**src/rtl/updn_timer_pkg.sv**
```systemverilog
package updn_timer_pkg;

  localparam int unsigned SEL_W = 3;
  localparam logic [SEL_W-1:0] SEL_EXT = 3'b111;

  typedef enum logic [1:0] {
    REG_CTRL   = 2'd0,
    REG_RELOAD = 2'd1,
    REG_COUNT  = 2'd2,
    REG_STATUS = 2'd3
  } reg_addr_e;

  typedef struct packed {
    logic             reload_mode;
    logic             hw_dir;
    logic             sw_down;
    logic             fall_edge;
    logic [SEL_W-1:0] clk_sel;
  } ctrl_t;

endpackage

```
**src/rtl/tmr_edge_sync.sv**
```systemverilog
module tmr_edge_sync #(
  parameter int unsigned STAGES = 2
) (
  input  logic clk,
  input  logic rst_n,
  input  logic pin_i,
  input  logic fall_i,
  output logic pulse_o
);

  logic [STAGES-1:0] sync_q;
  logic              last_q;
  logic              level;

  generate
    if (STAGES == 1) begin : g_one
      always_ff @(posedge clk or negedge rst_n) begin
        if (!rst_n) sync_q <= '0;
        else        sync_q <= pin_i;
      end
    end else begin : g_chain
      always_ff @(posedge clk or negedge rst_n) begin
        if (!rst_n) sync_q <= '0;
        else        sync_q <= {sync_q[STAGES-2:0], pin_i};
      end
    end
  endgenerate

  assign level = sync_q[STAGES-1];

  always_ff @(posedge clk or negedge rst_n) begin
    if (!rst_n) last_q <= 1'b0;
    else        last_q <= level;
  end

  assign pulse_o = fall_i ? (last_q & ~level) : (level & ~last_q);

  // one pin transition yields a single strobe
  a_r7_single_pulse: assert property (@(posedge clk) disable iff (!rst_n)
    pulse_o |=> !pulse_o);

endmodule

```
**src/rtl/tmr_step_select.sv**
```systemverilog
module tmr_step_select
  import updn_timer_pkg::*;
#(
  parameter int unsigned NTICK = 7
) (
  input  logic [NTICK-1:0] tick_i,
  input  logic             ext_pulse_i,
  input  logic [SEL_W-1:0] clk_sel_i,
  input  logic             hw_dir_i,
  input  logic             sw_down_i,
  input  logic             dir_pin_i,
  output logic             step_o,
  output logic             down_o
);

  logic tick_hit;

  always_comb begin
    tick_hit = 1'b0;
    for (int i = 0; i < NTICK; i++) begin
      if (clk_sel_i == SEL_W'(i)) tick_hit = tick_i[i];
    end
  end

  assign step_o = (clk_sel_i == SEL_EXT) ? ext_pulse_i : tick_hit;
  assign down_o = hw_dir_i ? dir_pin_i : sw_down_i;

endmodule

```
**src/rtl/tmr_count_core.sv**
```systemverilog
module tmr_count_core #(
  parameter int unsigned WIDTH = 8
) (
  input  logic             clk,
  input  logic             rst_n,
  input  logic             step_i,
  input  logic             down_i,
  input  logic             reload_mode_i,
  input  logic [WIDTH-1:0] reload_val_i,
  input  logic             load_i,
  input  logic [WIDTH-1:0] load_val_i,
  output logic [WIDTH-1:0] count_o,
  output logic             wrap_evt_o,
  output logic             wrap_o
);

  localparam logic [WIDTH-1:0] MAXV = '1;
  localparam logic [WIDTH-1:0] MINV = '0;

  logic [WIDTH-1:0] cnt_q, cnt_d;
  logic             wrap_evt, wrap_q;

  always_comb begin
    cnt_d    = cnt_q;
    wrap_evt = 1'b0;
    if (load_i) begin
      cnt_d = load_val_i;
    end else if (step_i) begin
      if (!down_i) begin
        if (cnt_q == MAXV) begin
          wrap_evt = 1'b1;
          cnt_d    = reload_mode_i ? reload_val_i : MINV;
        end else begin
          cnt_d = cnt_q + 1'b1;
        end
      end else begin
        if (cnt_q == MINV) begin
          wrap_evt = 1'b1;
          cnt_d    = reload_mode_i ? reload_val_i : MAXV;
        end else begin
          cnt_d = cnt_q - 1'b1;
        end
      end
    end
  end

  always_ff @(posedge clk or negedge rst_n) begin
    if (!rst_n) begin
      cnt_q  <= '0;
      wrap_q <= 1'b0;
    end else begin
      cnt_q  <= cnt_d;
      wrap_q <= wrap_evt;
    end
  end

  assign count_o    = cnt_q;
  assign wrap_evt_o = wrap_evt;
  assign wrap_o     = wrap_q;


  a_r2_up_step: assert property (@(posedge clk) disable iff (!rst_n)
    (step_i && !load_i && !down_i && cnt_q != MAXV) |=> (cnt_q == $past(cnt_q) + 1'b1));

  a_r3_down_step: assert property (@(posedge clk) disable iff (!rst_n)
    (step_i && !load_i && down_i && cnt_q != MINV) |=> (cnt_q == $past(cnt_q) - 1'b1));

  a_r4_reload_on_wrap: assert property (@(posedge clk) disable iff (!rst_n)
    (step_i && !load_i && reload_mode_i &&
     ((!down_i && cnt_q == MAXV) || (down_i && cnt_q == MINV)))
    |=> (cnt_q == $past(reload_val_i)));

  a_r2_wrap_needs_step: assert property (@(posedge clk) disable iff (!rst_n)
    wrap_o |-> $past(step_i && !load_i));

  a_r10_hold_when_idle: assert property (@(posedge clk) disable iff (!rst_n)
    (!step_i && !load_i) |=> $stable(cnt_q));
  // a load beats a step in the same cycle
  a_r10_load_wins: assert property (@(posedge clk) disable iff (!rst_n)
    load_i |=> (cnt_q == $past(load_val_i)));

endmodule

```
**src/rtl/updn_reload_timer.sv**
```systemverilog
module updn_reload_timer
  import updn_timer_pkg::*;
#(
  parameter int unsigned WIDTH       = 8,
  parameter int unsigned NTICK       = 7,
  parameter int unsigned SYNC_STAGES = 2
) (
  input  logic             clk,
  input  logic             rst_n,
  input  logic             bus_wr,
  input  logic [1:0]       bus_addr,
  input  logic [WIDTH-1:0] bus_wdata,
  output logic [WIDTH-1:0] bus_rdata,
  input  logic [NTICK-1:0] tick_i,
  input  logic             event_pin,
  input  logic             dir_pin,
  output logic             wrap_o,
  output logic             irq_o
);

  localparam int unsigned CTRL_W = $bits(ctrl_t);

  ctrl_t            ctrl_q;
  logic [WIDTH-1:0] reload_q;
  logic             flag_q;
  logic [WIDTH-1:0] count;
  logic             ext_pulse, step, down, wrap_evt;
  logic             wr_ctrl, wr_reload, wr_count, wr_status;
  logic             load, flag_clr;
  logic [7:0]       ctrl_view;

  assign wr_ctrl   = bus_wr && (bus_addr == REG_CTRL);
  assign wr_reload = bus_wr && (bus_addr == REG_RELOAD);
  assign wr_count  = bus_wr && (bus_addr == REG_COUNT);
  assign wr_status = bus_wr && (bus_addr == REG_STATUS);

  assign load     = wr_count || (wr_reload && ctrl_q.reload_mode);
  assign flag_clr = wr_status && !bus_wdata[0];

  always_ff @(posedge clk or negedge rst_n) begin
    if (!rst_n) begin
      ctrl_q   <= '0;
      reload_q <= '0;
      flag_q   <= 1'b0;
    end else begin
      if (wr_ctrl) begin
        ctrl_q.reload_mode <= bus_wdata[7];
        ctrl_q.hw_dir      <= bus_wdata[6];
        ctrl_q.sw_down     <= bus_wdata[5];
        ctrl_q.fall_edge   <= bus_wdata[4];
        ctrl_q.clk_sel     <= bus_wdata[SEL_W-1:0];
      end
      if (wr_reload) reload_q <= bus_wdata;
      flag_q <= wrap_evt | (flag_q & ~flag_clr);
    end
  end

  tmr_edge_sync #(.STAGES(SYNC_STAGES)) u_sync (
    .clk     (clk),
    .rst_n   (rst_n),
    .pin_i   (event_pin),
    .fall_i  (ctrl_q.fall_edge),
    .pulse_o (ext_pulse)
  );

  tmr_step_select #(.NTICK(NTICK)) u_sel (
    .tick_i      (tick_i),
    .ext_pulse_i (ext_pulse),
    .clk_sel_i   (ctrl_q.clk_sel),
    .hw_dir_i    (ctrl_q.hw_dir),
    .sw_down_i   (ctrl_q.sw_down),
    .dir_pin_i   (dir_pin),
    .step_o      (step),
    .down_o      (down)
  );

  tmr_count_core #(.WIDTH(WIDTH)) u_core (
    .clk           (clk),
    .rst_n         (rst_n),
    .step_i        (step),
    .down_i        (down),
    .reload_mode_i (ctrl_q.reload_mode),
    .reload_val_i  (reload_q),
    .load_i        (load),
    .load_val_i    (bus_wdata),
    .count_o       (count),
    .wrap_evt_o    (wrap_evt),
    .wrap_o        (wrap_o)
  );

  // control byte as seen by software; bit 3 has no storage
  assign ctrl_view = {ctrl_q.reload_mode, ctrl_q.hw_dir, ctrl_q.sw_down,
                      ctrl_q.fall_edge, 1'b0, ctrl_q.clk_sel};

  always_comb begin
    case (reg_addr_e'(bus_addr))
      REG_CTRL:   bus_rdata = WIDTH'(ctrl_view);
      REG_RELOAD: bus_rdata = reload_q;
      REG_COUNT:  bus_rdata = count;
      REG_STATUS: bus_rdata = WIDTH'(flag_q);
      default:    bus_rdata = '0;
    endcase
  end

  assign irq_o = flag_q;

  // flag stays set until an explicit clear
  a_r9_flag_sticky: assert property (@(posedge clk) disable iff (!rst_n)
    (irq_o && !flag_clr) |=> irq_o);
  // every wrap leaves the flag set
  a_r9_flag_on_wrap: assert property (@(posedge clk) disable iff (!rst_n)
    wrap_o |-> irq_o);
  // the control view is narrower than the bus only by design
  a_r11_ctrl_width: assert property (@(posedge clk) disable iff (!rst_n)
    wr_ctrl |=> (ctrl_q.clk_sel == $past(bus_wdata[SEL_W-1:0])));

  initial begin
    assert (CTRL_W == 7 && WIDTH >= 8 && NTICK <= 7 && SYNC_STAGES >= 1)
      else $error("updn_reload_timer: unsupported parameters");
  end

endmodule

```
**config.mk**
```make
export PLATFORM = sky130hd
export DESIGN_NAME = updn_reload_timer
export DESIGN_NICKNAME = d
export VERILOG_FILES = /design/src/rtl/updn_timer_pkg.sv /design/src/rtl/tmr_edge_sync.sv /design/src/rtl/tmr_step_select.sv /design/src/rtl/tmr_count_core.sv /design/src/rtl/updn_reload_timer.sv
export SDC_FILE = /design/constraint.sdc
export NUM_CORES = 1
export LEC_CHECK = 0
export BUFFER_PORTS_ARGS = -buffer_cell sky130_fd_sc_hd__buf_2
export CORE_ASPECT_RATIO = 1.75
export CORE_MARGIN = 2
export CORE_UTILIZATION = 35
export DETAILED_ROUTE_END_ITERATION = 16
export PLACE_DENSITY = 0.54
export REMOVE_ABC_BUFFERS = 1
export SETUP_SLACK_MARGIN = 0.15
export SYNTH_ARGS = -nofsm -noshare
export SYNTH_HDL_FRONTEND = slang
export SYNTH_SLANG_ARGS = --single-unit
export TNS_END_PERCENT = 1
```
**constraint.sdc**
```tcl
create_clock -name clk -period 6.51 [get_ports clk]
set_input_delay 0.651 -clock clk [delete_from_list [all_inputs] [get_ports clk]]
set_output_delay 0.651 -clock clk [all_outputs]
set_load 0.05 [all_outputs]
```
; Word-level counts from Yosys, hierarchy flattened
; Index checks and enable logic that the tools add are counted.
[totals]
ram_bits = 0
latch_bits = 0
ff_bits = 28
mem_bits_ro = 0
mem_count = 0
inputBits = 22
[classes]
reduce_logical = 12
div = 0
shifts = 0
n_mux = 23
n_lt_le_gt_ge = 0
bitwise_logic = 7
n_eq_ne = 11
mul = 0
n_addsub = 2
[op_table]
columns = cell, count
row1 = $mux W8, 7
row2 = $pmux W8 S4, 1
row3 = $mux W1, 15
row4 = $eq A3 B3 Y1 const B, 4
row5 = $add A8 B1 Y8 const B, 1
row6 = $eq A8 B8 Y1 const B, 1
row7 = $logic_not A8 Y1, 1
row8 = $sub A8 B1 Y8 const B, 1
row9 = $eq A3 B2 Y1 const B, 2
row10 = $logic_and A1 B1 Y1, 6
row11 = $eq A2 B2 Y1 const B, 2
row12 = $and A1 B1 Y1, 3
row13 = $eq A3 B1 Y1 const B, 1
row14 = $logic_not A3 Y1, 1
row15 = $not A1 Y1, 3
row16 = $eq A2 B1 Y1 const B, 1
row17 = $logic_not A2 Y1, 1
row18 = $reduce_bool A2 Y1, 1
row19 = $logic_not A1 Y1, 1
row20 = $logic_or A1 B1 Y1, 1
row21 = $or A1 B1 Y1, 1

; Depth between registers and ports, before layout
[logic_depth]
depth_word = 12
depth_mapped = 9
depth_no_buf = 7

; Cells and area by module
; A second synthesis with hierarchy kept.
[hier_totals]
cells_unflattened = 207
area_unflattened_um2 = 2015.7
[by_module_without_submodules]
columns = mod, cells_each, instances, area_each_um2
row1 = tmr_count_core, 139, 1, 1033.5
row2 = updn_reload_timer, 58, 1, 809.5
row3 = tmr_edge_sync, 6, 1, 97.6
row4 = tmr_step_select, 4, 1, 75.1

; Least setup slack after synthesis
; OpenSTA, ideal clock, no wires.
[synth_path]
path_type = input to output
startpoint = in bus_addr[0]
endpoint = out bus_rdata[1]
t_arrival_ns = 2.260
path_buffers = 1
t_required_ns = 5.859
stages = 3
setup_slack_ns = 3.599
cell_sequence = clkbuf_1 -> mux2i_1 -> o21ai_0
[synth_between]
elab_chain_cells = 2
word_cells_on_any_way = 5
[synth_rtl]
columns = element, line
row1 = start: declaration, updn_reload_timer.sv:11  ; input logic [1:0] bus_addr,
row2 = "$eq A2 B2 Y1, or another cell as far along", updn_reload_timer.sv:96  ; case (reg_addr_e'(bus_addr))
row3 = $pmux W8 S4 *, updn_reload_timer.sv:96
row4 = end: declaration, updn_reload_timer.sv:13  ; output logic [WIDTH-1:0] bus_rdata,
; Every way passes the cells marked *; elsewhere a longest branch is shown, timed or not.

; Final worst setup path
[layout_path]
startpoint = in bus_addr[1]
endpoint = out bus_rdata[4]
; The elaborated chain is that of the path after synthesis.

==> reports/metrics.json <==
{
  "dieArea": {"value": 0.00648, "unit": "sq mm"},
  "power-per-cell-area": {"value": 373, "unit": "mW/mm^2"},
  "final.setup_skew": {"value": 0.00243, "unit": "ns"},
  "post-synth-top-area-fraction": {"value": 34.4, "unit": "%"},
  "grt_max_degree": {"value": 29},
  "slew_headroom": {"value": 35.9, "unit": "%"},
  "rsz0062_at_grt": {"value": "no"},
  "r2r-start": {"value": "u_core.count_o[0]"},
  "switching_share": {"value": 48.0, "unit": "%"},
  "routed-via-count": {"value": 1832},
  "cp.arrival": {"value": 1.91, "unit": "ns"},
  "vdd_drop_max": {"value": 0.137, "unit": "mV"},
  "vias_per_cell": {"value": 5.95},
  "ff2ff_setup_slack": {"value": 4.11, "unit": "ns"},
  "drc_errors": {"value": 0},
  "post-route-util": {"value": 39.4, "unit": "%"},
  "gp_congestion": {"value": 0.957},
  "hpwl": {"value": 4490, "unit": "microns"},
  "timing.rr.end": {"value": "u_core.count_o[3]"},
  "total_leakage_power": {"value": 0.922, "unit": "nW"},
  "post_cts_resized": {"value": 0},
  "synth_area_leaders": {"value": "dfrtp_1, mux2_2, mux2i_1"},
  "cts_buffers": {"value": 3},
  "holdCritStartpoint": {"value": "u_sync.sync_q[0]"},
  "floorplan.rows": {"value": 36},
  "syn_to_layout_area_delta": {"value": 7.98, "unit": "%"},
  "clock_power_share": {"value": 12.2, "unit": "%"},
  "h-tree-depth": {"value": 1},
  "criticalPathCategory": {"value": "in -> out"},
  "holdPathStages": {"value": 0},
  "worstSetupStartpointType": {"value": "input port"},
  "grt_util_all_layers": {"value": 19.8, "unit": "%"},
  "floorplan.io_pins": {"value": 32},
  "pwr-share-seq": {"value": 41.1, "unit": "%"},
  "comb_power_share": {"value": 46.7, "unit": "%"},
  "ys.flop_type": {"value": "dfrtp_1"},
  "seq_area_frac_synth": {"value": 34.4, "unit": "%"},
  "synthesis.instances": {"value": 214},
  "postCtsSetupBuffers": {"value": 0},
  "hold_slack": {"value": 0.359, "unit": "ns"},
  "yosys_warnings": {"value": 0},
  "worst-r2r-cell-count": {"value": 7},
  "cts-root-to-sink-buffers": {"value": 2},
  "global_route_wire_length_before_repair": {"value": 9490, "unit": "microns"},
  "diodes": {"value": 0},
  "finish.net_count": {"value": 259},
  "finalSetupViolCount": {"value": 0},
  "period_needed": {"value": 2.56, "unit": "ns"},
  "hold_path_class": {"value": "reg -> reg"},
  "syn-mean-instance-area": {"value": 9.53, "unit": "sq um"},
  "most_frequent_cell_after_synthesis": {"value": "dfrtp_1"},
  "core_region_area": {"value": 0.00559, "unit": "sq mm"},
  "outcome": {"value": "finished, final reports clean"},
  "detailed_route_wire_length": {"value": 5960, "unit": "microns"},
  "grt_remaining_overflow": {"value": 0},
  "max_cap_violations": {"value": 0},
  "tightest_slew": {"value": 0.935, "unit": "ns"},
  "drt_pass1_iterations": {"value": 4},
  "fraction_of_final_layout_cells_with_drive_strength_greater_than_1": {"value": 24.6, "unit": "%"},
  "cts.reportedPaths.clkPinSlew": {"value": 0.09, "unit": "ns"},
  "die_width": {"value": 61.7, "unit": "microns"},
  "post-synth-top-area-cell": {"value": "dfrtp_1"},
  "p_switching": {"value": 0.394, "unit": "mW"},
  "ys_top_cells_by_count": {"value": "dfrtp_1, nand2_1, o21ai_0"},
  "clock.fmax": {"value": 0.390, "unit": "GHz"},
  "setup-tns-final": {"value": 0, "unit": "ns"},
  "cts_hold_buffers": {"value": 0},
  "wl_per_instance": {"value": 19.4, "unit": "microns"},
  "netlist-cell-type-count": {"value": 55},
  "starting_density_of_the_core": {"value": 36.5, "unit": "%"},
  "drt.antenna.violating_nets": {"value": 0},
  "initial_antenna_violation_count": {"value": 0},
  "post_synthesis_instance_area": {"value": 0.00204, "unit": "sq mm"},
  "numPortBuffers": {"value": 31},
  "ys_seq_elements": {"value": 28},
  "via_count_of_the_first_global_routing_pass": {"value": 1874},
  "cts_tree": {"value": "yes"},
  "intPower": {"value": 0.427, "unit": "mW"},
  "fillCellCount": {"value": 610},
  "insertion_delay": {"value": 0.29, "unit": "ns"},
  "cp_data_required_time": {"value": 5.86, "unit": "ns"},
  "numClockSinks": {"value": 28},
  "slew_viol_final": {"value": 0},
  "hold_end": {"value": "u_sync.sync_q[1]"},
  "critPathCaptureType": {"value": "output port"},
  "clk_root_buffer_cell": {"value": "clkbuf_8"},
  "finalCritPeriodShare": {"value": 39.4, "unit": "%"},
  "final-hold-violation-count": {"value": 0},
  "initialDrtViolationCount": {"value": 36},
  "crit_fanout": {"value": 12},
  "synth_edf_count": {"value": 0},
  "async_set_or_reset_register_ratio_after_synthesis": {"value": 100, "unit": "%"},
  "die_span_y": {"value": 105, "unit": "microns"}
}
==> cell families (layout without fill, tap and decap cells) <==
| logic type | count (synthesis) | in the layout | synth area share [%] |
|---|---|---|---|
| AOI/OAI and AO/OA | 68 | 68 | 22.7 |
| and+or+nand+nor | 61 | 61 | 16.9 |
| xor gates and xnor gates | 5 | 5 | 2.15 |
| DFF | 28 | 28 | 34.4 |
| adders and majority gates | 3 | 3 | 1.84 |
| buffers and inverters | 23 | 41 | 7.79 |
| muxes | 26 | 26 | 14.2 |
==> cell type report <==
type / count / area (sq um) / area share, %
multi-input cells: 163 / 1180 / 53.6
clock buffers: 3 / 41.3 / 1.88
inverters: 6 / 22.5 / 1.02
flip-flops and latches: 28 / 701 / 31.8
well taps: 76 / 95.1 / 4.32
repair buffers: 32 / 163 / 7.39
==> worst max-delay path by stage <==
| stage | depth (start not counted) | to | slack [ns] | startpoint |
|---|---|---|---|---|
| floorplan | 2 | bus_rdata[7] | 4.01 | bus_addr[0] |
| global placement | 6 | u_core.count_o[2] | 3.96 | bus_addr[0] |
| detailed placement | 6 | u_core.count_o[0] | 3.87 | bus_addr[0] |
| CTS | 5 | bus_rdata[4] | 3.93 | bus_addr[1] |
| global route | 5 | bus_rdata[4] | 3.87 | bus_addr[1] |
| finish | 5 | bus_rdata[4] | 3.95 | bus_addr[1] |
==> cell usage in the layout (no fill, tap or decap), drive strengths merged, types with 3 or more instances in the layout <==
cell / netlist / routed
o21ai: 18 / 18
a21o: 3 / 3
nand2: 17 / 17
ha: 3 / 3
dfrtp: 28 / 28
or4: 3 / 3
mux2i: 11 / 11
a21oi: 10 / 10
clkbuf: 13 / 3
nor2: 7 / 7
a22oi: 5 / 5
nand3: 10 / 10
or3: 3 / 3
xnor2: 4 / 4
inv: 6 / 6
nand4: 4 / 4
mux2: 14 / 14
o31ai: 3 / 3
a31oi: 5 / 5
buf: 4 / 32
o41ai: 3 / 3
nor2b: 3 / 3
o31a: 3 / 3
==> metal layers <==
layer / global-route usage [%] / share of wire (%)
met5: 0 / 0
met4: 10.2 / 3.1
met3: 1.61 / 4.9
met2: 33.9 / 56
met1: 23.1 / 36
==> per-stage QoR <==
| stage | setup slack [ns] | cell area, sq um | power [mW] | std cells |
|---|---|---|---|---|
| floorplan | 4.01 | 1900 | 0.595 | 197 |
| global placement | 3.96 | 2160 | 0.722 | 305 |
| detailed placement | 3.87 | 2160 | 0.722 | 305 |
| CTS | 3.93 | 2200 | 0.824 | 308 |
| global route | 3.87 | 2200 | 0.870 | 308 |
| finish | 3.95 | 2200 | 0.821 | 308 |
==> power by group through the flow <==
stage	Combinational (mW)	Sequential (mW)	Clock, mW
after floorplan	0.297	0.299	0
after global placement	0.381	0.341	0
after detailed placement	0.383	0.340	0
after CTS	0.384	0.337	0.103
after global routing	0.416	0.345	0.108
final	0.384	0.337	0.0999
==> state kept, by name (all words and copies together) (netlist names) <==
| name | flops |
|---|---|
| irq_o | 1 |
| reload_q | 8 |
| u_sync.last_q | 1 |
| u_sync.sync_q | 2 |
| u_core.count_o | 8 |
| u_core.wrap_o | 1 |
| ctrl_q | 7 |
==> critical path: stages <==
cell and delay [ns]:
buf_2 0.20, nor2b_1 0.49, nand2_1 0.13, o21ai_0 0.13
buf_2 0.31
No activity file was read; power rests on OpenSTA's default activity.
